$ cat config.mk
export PLATFORM = sky130hd
export DESIGN_NAME = hs_swap_csr
export DESIGN_NICKNAME = d
export VERILOG_FILES = /design/src/rtl/hs_csr_pkg.sv /design/src/rtl/hs_evt_bit.sv /design/src/rtl/hs_cfg_bit.sv /design/src/rtl/hs_phase_fsm.sv /design/src/rtl/hs_swap_csr.sv
export SDC_FILE = /design/constraint.sdc
export NUM_CORES = 1
export LEC_CHECK = 0
export BUFFER_PORTS_ARGS = -buffer_cell sky130_fd_sc_hd__buf_2
export CAP_MARGIN = 25
export CORE_AREA = 2 2 39 41
export CTS_CLUSTER_SIZE = 20
export DETAILED_ROUTE_END_ITERATION = 6
export DIE_AREA = 0 0 41 43
export SLEW_MARGIN = 20
export SYNTH_ARGS = -nofsm -noshare
export SYNTH_HDL_FRONTEND = slang
export SYNTH_HIERARCHICAL = 1
export SYNTH_SLANG_ARGS = --single-unit
$ cat constraint.sdc
create_clock -name clk_i -period 2.86 [get_ports clk_i]
set_input_delay 0.572 -clock clk_i [delete_from_list [all_inputs] [get_ports clk_i]]
set_output_delay 0.572 -clock clk_i [all_outputs]
set_load 0.03 [all_outputs]
$ cat src/rtl/hs_csr_pkg.sv
`timescale 1ns/1ps
package hs_csr_pkg;
  localparam int unsigned CSR_W    = 8;
  localparam int unsigned INS_BIT  = 7;
  localparam int unsigned EXT_BIT  = 6;
  localparam int unsigned LED_BIT  = 3;
  localparam int unsigned MASK_BIT = 1;
  localparam int unsigned N_EVT    = 2;

  typedef enum logic [1:0] {
    PH_IDLE    = 2'd0,
    PH_INSERT  = 2'd1,
    PH_ONLINE  = 2'd2,
    PH_EXTRACT = 2'd3
  } phase_e;
endpackage

$ cat src/rtl/hs_evt_bit.sv
`timescale 1ns/1ps
// Sticky event flag: hardware set beats software write-1-to-clear.
module hs_evt_bit (
  input  logic clk_i,
  input  logic rst_ni,
  input  logic set_i,
  input  logic clr_i,
  output logic q_o,
  output logic d_o
);
  assign d_o = set_i | (q_o & ~clr_i);

  always_ff @(posedge clk_i or negedge rst_ni) begin
    if (!rst_ni) q_o <= 1'b0;
    else         q_o <= d_o;
  end
endmodule

$ cat src/rtl/hs_cfg_bit.sv
`timescale 1ns/1ps
// Read/write control bit with reset value and hardware force-to-one.
module hs_cfg_bit #(
  parameter logic RST_VAL = 1'b0
) (
  input  logic clk_i,
  input  logic rst_ni,
  input  logic force_i,
  input  logic wr_i,
  input  logic wdata_i,
  output logic q_o
);
  always_ff @(posedge clk_i or negedge rst_ni) begin
    if (!rst_ni)      q_o <= RST_VAL;
    else if (force_i) q_o <= 1'b1;
    else if (wr_i)    q_o <= wdata_i;
  end
endmodule

$ cat src/rtl/hs_phase_fsm.sv
`timescale 1ns/1ps
module hs_phase_fsm
  import hs_csr_pkg::*;
(
  input  logic clk_i,
  input  logic rst_ni,
  input  logic insert_i,
  input  logic eject_i,
  input  logic ins_d_i,   // next value of insertion flag
  input  logic ext_d_i,   // next value of extraction flag
  output logic ext_set_o
);
  phase_e phase_q, phase_d;

  // Extraction only counts once the insertion has been acknowledged.
  assign ext_set_o = eject_i & ~insert_i & (phase_q == PH_ONLINE);

  always_comb begin
    phase_d = phase_q;
    if (insert_i) begin
      phase_d = PH_INSERT;
    end else begin
      unique case (phase_q)
        PH_INSERT:  if (!ins_d_i) phase_d = ext_d_i ? PH_EXTRACT : PH_ONLINE;
        PH_ONLINE:  if (ext_set_o) phase_d = PH_EXTRACT;
        PH_EXTRACT: if (!ext_d_i) phase_d = PH_IDLE;
        default:    phase_d = phase_q;
      endcase
    end
  end

  always_ff @(posedge clk_i or negedge rst_ni) begin
    if (!rst_ni) phase_q <= PH_IDLE;
    else         phase_q <= phase_d;
  end
endmodule

$ cat src/rtl/hs_swap_csr.sv
`timescale 1ns/1ps
module hs_swap_csr
  import hs_csr_pkg::*;
(
  input  logic             clk_i,
  input  logic             rst_ni,
  input  logic             insert_ev_i,
  input  logic             eject_ev_i,
  input  logic             reg_wr_i,
  input  logic [CSR_W-1:0] reg_wdata_i,
  output logic [CSR_W-1:0] reg_rdata_o,
  output logic             enum_n_o,
  output logic             led_o
);
  localparam int unsigned EVT_POS [N_EVT] = '{INS_BIT, EXT_BIT};

  logic [N_EVT-1:0] ev_set, ev_clr, ev_q, ev_d;
  logic ext_set, led_q, mask_q;

  assign ev_set[0] = insert_ev_i;
  assign ev_set[1] = ext_set;

  for (genvar g = 0; g < N_EVT; g++) begin : g_evt
    assign ev_clr[g] = reg_wr_i & reg_wdata_i[EVT_POS[g]];
    hs_evt_bit u_evt (
      .clk_i  (clk_i),
      .rst_ni (rst_ni),
      .set_i  (ev_set[g]),
      .clr_i  (ev_clr[g]),
      .q_o    (ev_q[g]),
      .d_o    (ev_d[g])
    );
  end

  hs_phase_fsm u_fsm (
    .clk_i     (clk_i),
    .rst_ni    (rst_ni),
    .insert_i  (insert_ev_i),
    .eject_i   (eject_ev_i),
    .ins_d_i   (ev_d[0]),
    .ext_d_i   (ev_d[1]),
    .ext_set_o (ext_set)
  );

  hs_cfg_bit #(.RST_VAL(1'b1)) u_led (
    .clk_i   (clk_i),
    .rst_ni  (rst_ni),
    .force_i (insert_ev_i),
    .wr_i    (reg_wr_i),
    .wdata_i (reg_wdata_i[LED_BIT]),
    .q_o     (led_q)
  );

  hs_cfg_bit #(.RST_VAL(1'b0)) u_mask (
    .clk_i   (clk_i),
    .rst_ni  (rst_ni),
    .force_i (1'b0),
    .wr_i    (reg_wr_i),
    .wdata_i (reg_wdata_i[MASK_BIT]),
    .q_o     (mask_q)
  );

  logic unused_wdata;
  assign unused_wdata = ^reg_wdata_i;

  always_comb begin
    reg_rdata_o           = '0;
    reg_rdata_o[INS_BIT]  = ev_q[0];
    reg_rdata_o[EXT_BIT]  = ev_q[1];
    reg_rdata_o[LED_BIT]  = led_q;
    reg_rdata_o[MASK_BIT] = mask_q;
  end

  assign enum_n_o = ~(|ev_q & ~mask_q);
  assign led_o    = led_q;
endmodule

# --- Word-level counts from Yosys, hierarchy flattened ---
# Index checks and enable logic that the tools add are counted.
op_classes:
  eq_ne: 6
  n_mux: 8
  n_bitwise: 14
  reduce_logical: 4
ops:
  columns: ["operator", "n"]
  rows:
  - ["3-bit != test (second input constant)", 3]
  - ["2-bit 2-to-1 mux", 4]
  - ["1-bit bitwise AND", 7]
  - ["2-bit one-hot mux with 3 select lines", 1]
  - ["1-bit NOT", 5]
  - ["2-bit equality test (second input constant)", 2]
  - ["4-bit AND reduction", 1]
  - ["4-bit nonzero test", 1]
  - ["1-bit 2-to-1 mux", 3]
  - ["2-bit by 1-bit equality test with 1-bit output (second input constant)", 1]
  - ["1-bit bitwise OR", 2]
  - ["2-bit nonzero test", 1]
  - ["2-bit OR reduction", 1]
word_totals:
  ff_bits: 6
  in_bits: 13

# --- Logic depth before layout (Yosys ltp) ---
logic_depth:
  word_depth: 8
  mapped_depth: 6
  depth_no_buf: 6

# --- Modules after synthesis ---
# Netlist, hierarchy kept.
modules_own_cells:
  columns: ["mod", "n_inst", "cells_per_inst", "area_per_inst_um2", "seq_area_each_um2"]
  rows:
  - ["hs_phase_fsm", 1, 12, 101.3, 50.0]
  - ["hs_evt_bit", 2, 3, 36.3, 25.0]
  - ["hs_swap_csr", 1, 10, 68.8, 0.0]
  - ["hs_cfg_bit (u_led)", 1, 3, 41.3, 26.3]
  - ["hs_cfg_bit (u_mask)", 1, 3, 40.0, 25.0]

# --- Worst setup path after synthesis ---
# OpenSTA, ideal clock, no wires.
synth_timing:
  path_kind: "flip-flop to output port"
  startpoint: "reg g_evt[0].u_evt.q_o"
  endpoint: "out enum_n_o"
  t_arrival_ns: 1.017
  required_ns: 2.288
  slack_ns: 1.271
  stages_incl_launch_ff: 2
  n_path_buf: 0
  path_cell_list: "dfrtp_1 > o21bai_1"
synth_between:
  elab_chain_len: 3
synth_lines:
  columns: ["element", "line_no", "text"]
  rows:
  - ["start: declaration", "hs_evt_bit.sv:8", "output logic q_o,"]
  - ["start signal: assignment", "hs_evt_bit.sv:15", "else q_o <= d_o;"]
  - ["2-bit OR reduction", "hs_swap_csr.sv:74", "assign enum_n_o = ~(|ev_q & ~mask_q);"]
  - ["1-bit bitwise AND", "hs_swap_csr.sv:74", null]
  - ["1-bit NOT", "hs_swap_csr.sv:74", null]
  - ["end: declaration", "hs_swap_csr.sv:12", "output logic enum_n_o,"]
# No other way between the ends.

# --- Worst setup path in the final report ---
# Same ends and word-level chain as after synthesis.

==> metrics.txt <==
HPWL after DPL 457 µm; total core area 1380 µm²; clock transition at the registers of the reported paths 0.05 ns; mapped cell area 324 µm²; Crit. End Element output port; CTS root buffer clkbuf_4; Clock Power Share 38.0%; Setup CP Type reg -> out; Hold Buf Count CTS 0; Die Ht 43 µm; R2R depth 6; TritonRoute pass-1 iters 2; Final Max Slew Viols 0; die area 1760 µm²; die extent in x 41 µm; area delta synth->final 26.6%; leakage 0.215 nW; Reg-to-Reg End u_fsm/phase_q[1]; ant diodes 0; remaining global-route overflow 0; via count 250; vias per cell 3.79; Synth Register Bits 6; type of origin of the critical path register; share of cells above drive strength 1 36.0%; FF-to-FF setup slack 1.65 ns; number of H-tree levels 1; area leader, netlist dfrtp_1; synth unique cells 16; Worst Setup SP g_evt[0].u_evt/q_o; NumNets Final 64; CTS buffer count 3; Clock Path Buffers 2; post-DR wirelength/cell 8.79 µm; PwrDens 552 nW/µm²; antenna-violating nets left 0; Final GP Congestion 0.626; Switching Share 29.7%; cells after synthesis 34; Internal Pwr Total 0.159 mW; Synth Warn # 6; final WL 580 µm; Fin Clk Skew 0.00751 ns; Tmin final 1.53 ns; number of global-route vias before repair 216; Setup TNS 0 ns; Resize count post-CTS 0; Initial Util 23.4%; Final Cycle Share 53.6%; CTS sink cnt 6; Final setup viols 0; sequential group share of total power 42.3%; Site Rows 14; mean post-synth cell area 9.53 µm²; Iter 0 DRT Violations 3; Comb power frac 19.7%; final worst setup slack 1.33 ns; CP required 2.29 ns; DRC Markers 0; Worst Hold Class in -> async; crit path max fanout 3; status finished, final reports clean; Worst setup endpoint enum_n_o; all-layer global routing usage 8.38%; Ports 23; CTS tree yes; net switching power 0.0672 mW; Max Cap Viol 0; Worst-Skew Late Latency 0.25 ns; post-synth top area share 38.6%; I/O Buffers 14; RSZ-0062 raised after global routing no; Setup WS pre-CTS 1.30 ns; initial antenna violation count 0; Fin. Hold Viols 0; placed cell count 62; worst r2r src u_fsm/phase_q[1]; top post-synthesis cells by area dfrtp_1, buf_4, dfstp_2; VDD IR max 193 µV; Max Clock Freq 653 MHz; Setup Buffers After CTS 0; first-pass GRT wire length 862 µm; post-route insts no fill 66; critical path arrival 0.96 ns; largest net degree at the start of global routing 7; Final Hold Slack 0.141 ns; sequential share of the synthesized area 46.7%
## flip-flops by register name, summed over array words and instances (netlist names)
register and count:
g_evt.u_evt/q_o 2, u_led/q_o 1, u_mask/q_o 1, u_fsm/phase_q 2
## placed cells by master, fill, tap and decap left out
master and n:
dfrtp_1 5, nor3_1 1, nand2b_1 1, buf_2 14
clkbuf_4 3, a21oi_1 2, clkbuf_1 1, inv_1 3
nor2_1 2, o21bai_1 2, a21o_1 2, and2_1 2
a22oi_1 1, a211o_1 2, nor2b_1 2, conb_1 5
nand2_1 1, dfstp_2 1
## worst min-delay path by stage
stage                     startpoint                 end  slack [ns]  depth (start not counted)
after floorplan               rst_ni  g_evt[0].u_evt/q_o        0.28                          0
after global placement        rst_ni  g_evt[1].u_evt/q_o        0.40                          1
after detailed placement      rst_ni  g_evt[1].u_evt/q_o        0.41                          1
after CTS                     rst_ni  g_evt[1].u_evt/q_o        0.14                          1
after global routing          rst_ni  g_evt[1].u_evt/q_o        0.13                          1
final                         rst_ni  g_evt[1].u_evt/q_o        0.14                          1
## logic make-up (layout without fill, tap and decap cells)
logic type	Yosys count	after routing	synth area share (%)
DFF	6	6	46.7
other	1	5	1.16
buffers and inverters	9	21	17.4
and+or+nand+nor	9	9	14.7
AOI/OAI and AO/OA	9	9	20.1
## power by group through the flow
| stage | Clock [mW] | Combinational (mW) | Sequential, mW |
|---|---|---|---|
| floorplan | 0 | 0.0324 | 0.101 |
| global placement | 0 | 0.0448 | 0.0970 |
| detailed placement | 0 | 0.0451 | 0.0971 |
| CTS | 0.0928 | 0.0453 | 0.0958 |
| global route | 0.100 | 0.0497 | 0.0964 |
| finish | 0.0861 | 0.0447 | 0.0958 |
## area by class of cell
class,instances,area (µm²)
clock buffer,4,26.3
fill,157,973
inverter,3,11.3
multi-input combinational,23,131
sequential,6,151
tap,16,20.0
timing repair buffer,14,70.1
## synth_stat cells
master and n:
a211o_1 2, a21o_1 2, a21oi_1 2, a22oi_1 1, and2_1 2, buf_4 6, conb_1 1, dfrtp_1 5
dfstp_2 1, inv_1 3, nand2_1 1, nand2b_1 1, nor2_1 2, nor2b_1 2, nor3_1 1, o21bai_1 2
## worst max-delay path: stages, from the launching register on
cell and delay [ns]:
dfrtp_1 0.38, o21bai_1 0.13, buf_2 0.20
## stage by stage
stage | util [%] | power, mW | cell area [µm²]
finish | 29.7 | 0.227 | 410
detailed placement | 27.8 | 0.142 | 384
global route | 29.7 | 0.246 | 410
floorplan | - | 0.134 | 339
CTS | 29.7 | 0.234 | 410
global placement | 27.8 | 0.142 | 384
## layer usage
layer	track usage (%)	vias to the layer above	part of all wire [%]
li1	-	135	-
met1	8.50	104	44
met2	10.0	11	46
met3	5.24	0	9.3
met4	10.0	0	0
met5	0	-	0
Note: power is estimated with default switching activity, not from simulation.
